==> src/rtl/rs485_tx9_pkg.sv <==
package rs485_tx9_pkg;
  parameter int unsigned CHAR_BITS = 8;

  typedef struct packed {
    logic                 is_addr;
    logic [CHAR_BITS-1:0] payload;
  } char_t;

  typedef enum logic {
    SER_IDLE = 1'b0,
    SER_SEND = 1'b1
  } ser_state_t;
endpackage

==> src/rtl/rs485_tx9_fifo.sv <==
module rs485_tx9_fifo
  import rs485_tx9_pkg::*;
#(
  parameter int unsigned DEPTH = 4
) (
  input  logic  clk,
  input  logic  rst_n,
  input  logic  push,
  input  char_t push_char,
  input  logic  pop,
  output char_t head_char,
  output logic  empty,
  output logic  ovf
);
  localparam int unsigned AW = (DEPTH > 1) ? $clog2(DEPTH) : 1;
  localparam int unsigned CW = $clog2(DEPTH + 1);

  char_t         mem [DEPTH];
  logic [AW-1:0] wptr_q, wptr_n, rptr_q, rptr_n;
  logic [CW-1:0] cnt_q, cnt_n;
  logic          ovf_q, ovf_n;
  logic          full, push_ok, pop_ok;

  assign full    = (cnt_q == CW'(DEPTH));
  assign empty   = (cnt_q == '0);
  assign push_ok = push & ~full;
  assign pop_ok  = pop & ~empty;

  always_comb begin
    wptr_n = wptr_q;
    rptr_n = rptr_q;
    cnt_n  = cnt_q;
    ovf_n  = ovf_q | (push & full);
    if (push_ok) wptr_n = (wptr_q == AW'(DEPTH - 1)) ? '0 : wptr_q + 1'b1;
    if (pop_ok)  rptr_n = (rptr_q == AW'(DEPTH - 1)) ? '0 : rptr_q + 1'b1;
    case ({push_ok, pop_ok})
      2'b10:   cnt_n = cnt_q + 1'b1;
      2'b01:   cnt_n = cnt_q - 1'b1;
      default: cnt_n = cnt_q;
    endcase
  end

  always_ff @(posedge clk or negedge rst_n) begin
    if (!rst_n) begin
      wptr_q <= '0;
      rptr_q <= '0;
      cnt_q  <= '0;
      ovf_q  <= 1'b0;
    end else begin
      wptr_q <= wptr_n;
      rptr_q <= rptr_n;
      cnt_q  <= cnt_n;
      ovf_q  <= ovf_n;
    end
  end

  always_ff @(posedge clk) begin
    if (push_ok) mem[wptr_q] <= push_char;
  end

  assign head_char = mem[rptr_q];
  assign ovf       = ovf_q;
endmodule

==> src/rtl/rs485_tx9_ser.sv <==
module rs485_tx9_ser
  import rs485_tx9_pkg::*;
(
  input  logic  clk,
  input  logic  rst_n,
  input  logic  baud_tick,
  input  logic  have_char,
  input  char_t head_char,
  output logic  pop,
  output logic  active,
  output logic  txd
);
  localparam int unsigned FRAME = CHAR_BITS + 3;
  localparam int unsigned BW    = $clog2(FRAME);

  ser_state_t       state_q, state_n;
  logic [FRAME-1:0] shreg_q, shreg_n;
  logic [BW-1:0]    bit_q, bit_n;
  logic             last_bit, load;

  assign last_bit = (bit_q == BW'(FRAME - 1));
  assign load     = baud_tick & have_char & ((state_q == SER_IDLE) | last_bit);

  always_comb begin
    state_n = state_q;
    shreg_n = shreg_q;
    bit_n   = bit_q;
    if (load) begin
      shreg_n = {1'b1, head_char.is_addr, head_char.payload, 1'b0};
      bit_n   = '0;
      state_n = SER_SEND;
    end else if (baud_tick && state_q == SER_SEND) begin
      if (last_bit) begin
        state_n = SER_IDLE;
      end else begin
        shreg_n = {1'b1, shreg_q[FRAME-1:1]};
        bit_n   = bit_q + 1'b1;
      end
    end
  end

  always_ff @(posedge clk or negedge rst_n) begin
    if (!rst_n) begin
      state_q <= SER_IDLE;
      shreg_q <= '1;
      bit_q   <= '0;
    end else begin
      state_q <= state_n;
      shreg_q <= shreg_n;
      bit_q   <= bit_n;
    end
  end

  assign pop    = load;
  assign active = (state_q == SER_SEND);
  assign txd    = active ? shreg_q[0] : 1'b1;
endmodule

==> src/rtl/rs485_tx9_dir.sv <==
module rs485_tx9_dir (
  input  logic sending,
  input  logic pending,
  input  logic auto_en,
  input  logic pol_high,
  output logic dir
);
  logic drive_on;

  assign drive_on = auto_en & (sending | pending);
  assign dir      = pol_high ? drive_on : ~drive_on;
endmodule

==> src/rtl/rs485_tx9.sv <==
module rs485_tx9
  import rs485_tx9_pkg::*;
#(
  parameter int unsigned FIFO_DEPTH = 4
) (
  input  logic                 clk,
  input  logic                 rst_n,
  input  logic                 wr_en,
  input  logic [CHAR_BITS-1:0] wr_data,
  input  logic                 wr_addr,
  input  logic                 baud_tick,
  input  logic                 auto_dir_en,
  input  logic                 dir_pol,
  output logic                 txd,
  output logic                 dir,
  output logic                 busy,
  output logic                 ovf
);
  char_t in_char, head_char;
  logic  fifo_empty, pop, ser_active;

  assign in_char.is_addr = wr_addr;
  assign in_char.payload = wr_data;

  rs485_tx9_fifo #(.DEPTH(FIFO_DEPTH)) u_fifo (
    .clk       (clk),
    .rst_n     (rst_n),
    .push      (wr_en),
    .push_char (in_char),
    .pop       (pop),
    .head_char (head_char),
    .empty     (fifo_empty),
    .ovf       (ovf)
  );

  rs485_tx9_ser u_ser (
    .clk       (clk),
    .rst_n     (rst_n),
    .baud_tick (baud_tick),
    .have_char (~fifo_empty),
    .head_char (head_char),
    .pop       (pop),
    .active    (ser_active),
    .txd       (txd)
  );

  rs485_tx9_dir u_dir (
    .sending  (ser_active),
    .pending  (~fifo_empty),
    .auto_en  (auto_dir_en),
    .pol_high (dir_pol),
    .dir      (dir)
  );

  assign busy = ser_active | ~fifo_empty;
endmodule

==> config.mk <==
export PLATFORM = sky130hd
export DESIGN_NAME = rs485_tx9
export DESIGN_NICKNAME = d
export VERILOG_FILES = /design/src/rtl/rs485_tx9_pkg.sv /design/src/rtl/rs485_tx9_fifo.sv /design/src/rtl/rs485_tx9_ser.sv /design/src/rtl/rs485_tx9_dir.sv /design/src/rtl/rs485_tx9.sv
export SDC_FILE = /design/constraint.sdc
export NUM_CORES = 1
export LEC_CHECK = 0
export BUFFER_PORTS_ARGS = -buffer_cell sky130_fd_sc_hd__buf_2
export CAP_MARGIN = 5
export CORE_MARGIN = 1.5
export CORE_UTILIZATION = 44
export CTS_CLUSTER_DIAMETER = 150
export CTS_CLUSTER_SIZE = 14
export DETAILED_ROUTE_END_ITERATION = 8
export HOLD_SLACK_MARGIN = 0.1
export MAX_ROUTING_LAYER = met4
export PLACE_DENSITY = 0.65
export SYNTH_ARGS = -nofsm -noshare
export SYNTH_HDL_FRONTEND = slang
export SYNTH_HIERARCHICAL = 1
export SYNTH_SLANG_ARGS = --single-unit
==> constraint.sdc <==
create_clock -name clk -period 3.67 [get_ports clk]
set_clock_uncertainty 0.2 [all_clocks]
set_input_delay 0.367 -clock clk [delete_from_list [all_inputs] [get_ports clk]]
set_output_delay 0.367 -clock clk [all_outputs]
set_load 0.05 [all_outputs]
==> results.toml <==
[layout]
final_common_cell = "edfxtp_1"
finalCoreUtilization_pct = 52.7
postLayoutCellArea_sq_um = 3150
antenna_cells = 0
synthToLayoutAreaGrowth_pct = 14.5
final_nets = 245
layout_common_cells = "edfxtp_1 (36), buf_2 (18), inv_1 (14)"
drive_gt1_share_pct = 27.0

[floorplan]
coreArea_sq_um = 5990
chipWidth_um = 82.1
pin_count = 19
rows = 28
initial_utilization_pct = 46.0
die-area_sq_um = 6740
fp.dieH_um = 82.1

[sta]
hold_viol = 0
finalCritPeriodShare_pct = 75.6
layout_min_cycle_time_ns = 2.77
fmax_mhz = 361
grt_setup_unrepaired = "no"
relSlewSlack_pct = 58.6
worstMarginPinSlew_ns = 0.621
setup-tns-final_ns = 0
setup_viol = 0
final_max_slew_viol_count = 0
fin_hold_ws_ns = 0.166

[global_route]
antenna_found_initial = 0
grt-ovfl-total = 0
track_usage_pct = 18.1
grt_pass1_vias = 1653
grt_first_pass_wirelength_um = 8390
grt_max_degree = 24

[routing]
drtAntennaViolNets = 0
first_pass_iters = 4
drtIter0Drc = 101
wl_um = 4960
drc = 0
vias = 1659
wl_per_cell_um = 16.5
via_per_inst = 5.51

[clock_tree]
cts_tree = "yes"
cts.clk_slew.worst_paths_ns = 0.07
max-clock-path-buffers = 2
cts_resized = 0
cts_buffers = 9
ctsHtreeMaxLevel = 3
clockRootBuffer = "clkbuf_8"
clock_latency_ns = 0.34
cts_sinks = 59

[worst_hold_path]
min_from = "wr_en"
hold_path_class = "in2reg"
worstHoldPathCells = 2
holdPathEnd = "u_fifo/ovf"

[synthesis]
synth.top_cells.by_area = "edfxtp_1 (39%), dfrtp_1 (12%), dfstp_2 (9.5%)"
synth_nets = 216
avgSynthCellArea_sq_um = 14.3
syn_area_sq_um = 2750
yosys_warnings = 6
yosys.area_share.simple_pct = 8.59
synth_largest_area_cell = "edfxtp_1"
synth-edff-count = 36
postSynthCellCount = 192
synth_xor_area_share_pct = 1.27
synth_mux_area_share_pct = 10.0
synth_fa_ha_area_share_pct = 4.36
yosysSeqAreaShare_pct = 60.6
synthArstFlopShare_pct = 39.0
synth-compound-area-share_pct = 10.9
synth_ff_type = "edfxtp_1"
ys_ff_latch = 59
synth_top_area_share_pct = 39.3
synth_top_family_by_area = "compound AO/OA/AOI/OAI gates"
yosys.cell_types.count = 45

[worst_setup_path]
startpoint_type = "flop"
reg2reg_to = "u_fifo/cnt_q[2]"
reg2reg_from = "u_ser/bit_q[0]"
worstSetupPathType = "reg2reg"
cp.arrival_ns = 2.84
worstRegToRegCells = 13
cp-end-kind = "flop"
worst-path-max-fanout = 8
r2r_setup_slack_ns = 0.90
required_ns = 3.74

[pwr]
total_power_mw = 2.25
p_leak_nw = 1.23
p_comb_share_pct = 29.8
p_sw_share_pct = 33.4
seqPwrFrac_pct = 47.6
power_density_nw_per_um2 = 714
p_clk_share_pct = 22.7
ir_drop_mv = 0.340
p_int_mw = 1.50
p_sw_mw = 0.752

[placement]
place_area_sq_um = 2880
gp_congestion = 0.765
dpl.hpwl_um = 3200
io_buffers = 18

[outcome]
status = "finished clean"

[run]
maxCapViolations = 0
-- worst max-delay path by stage --
| stage | start | endpoint | slack [ns] | cells past startpoint |
|---|---|---|---|---|
| 2_1_floorplan | u_ser/bit_q[0] | u_fifo/cnt_q[2] | 1.09 | 14 |
| 3_3_place_gp | u_ser/bit_q[0] | u_fifo/cnt_q[2] | 1.02 | 13 |
| 3_5_place_dp | u_ser/bit_q[0] | u_fifo/cnt_q[2] | 0.94 | 13 |
| 4_1_cts | u_ser/bit_q[0] | u_fifo/cnt_q[2] | 0.90 | 13 |
| 5_1_grt | u_ser/bit_q[0] | u_fifo/cnt_q[2] | 0.65 | 13 |
| 6_report | u_ser/bit_q[0] | u_fifo/cnt_q[2] | 0.90 | 13 |
-- final cells by class --
cell class	instances	area (sq um)
Tap cell	75	93.8
Inverter	14	52.6
Multi-Input combinational cell	108	970
Sequential cell	59	1670
Clock buffer	11	131
Fill cell	504	2840
Timing Repair Buffer	29	198
Clock inverter	5	40.0
-- synthesized netlist by cell type (all sizes together), types with 2 or more instances --
library cell and n:
mux2 5, dfrtp 13, xor2 3, buf 7
nand3 5, inv 14, and3 4, dfstp 10
a21oi 8, edfxtp 36, a221o 4, a22o 3
ha 8, nor2 4, o22ai 4, and2 6
mux4 9, nand2 4, a211o 4, clkbuf 4
o211ai 4, and3b 2, nand2b 4, nor3 2
nor3b 4, o21ai 5, o31ai 4
-- routing by layer --
metal	global-route usage, %	wire [um]
met4	7.29	113
met1	23.3	2270
met5	-	0
met3	6.59	201
met2	26.2	2370
-- kinds of logic after synthesis --
logic type,count (synthesis)
AND/OR/NAND/NOR,39
flip-flops,59
XOR/XNOR,4
multiplexers,15
AO/OA/AOI/OAI,41
buffers and inverters,25
adder cells (fa/ha/maj),9
-- flip-flops by register name (all words and copies together), names as in the netlist --
| register | flops |
|---|---|
| u_fifo/rptr_q | 2 |
| u_fifo/ovf | 1 |
| u_ser/active | 1 |
| u_ser/shreg_q | 10 |
| u_fifo/mem | 36 |
| u_fifo/cnt_q | 3 |
| u_fifo/wptr_q | 2 |
| u_ser/bit_q | 4 |
-- stage by stage --
stage / instances / worst slack [ns]
after floorplan: 192 / 1.09
after global placement: 275 / 1.02
after detailed placement: 275 / 0.944
after CTS: 301 / 0.900
after global routing: 301 / 0.653
final: 301 / 0.896
-- what timing repair did --
item	4_1_cts	5_1_grt
hold buffers	10	0
buffers inserted	0	0
hold endpoints to repair	49	0
-- worst max-delay path: stages (launching register included) --
cell,delay [ns]
dfrtp_1,0.41
inv_1,0.08
ha_1,0.19
nand3b_1,0.17
and2_1,0.31
nor2_1,0.14
nand2b_1,0.12
inv_1,0.08
ha_1,0.18
inv_1,0.06
fa_1,0.38
xor2_1,0.15
nor2_1,0.11
xor2_1,0.14
-- power groups by stage --
stage	registers (mW)	logic (mW)	clock network, mW
after global placement	1.08	0.651	0
final	1.07	0.670	0.510
after CTS	1.08	0.674	0.528
after global routing	1.10	0.744	0.559
after detailed placement	1.09	0.667	0
after floorplan	1.03	0.559	0
(Power assumes the default switching activity.)
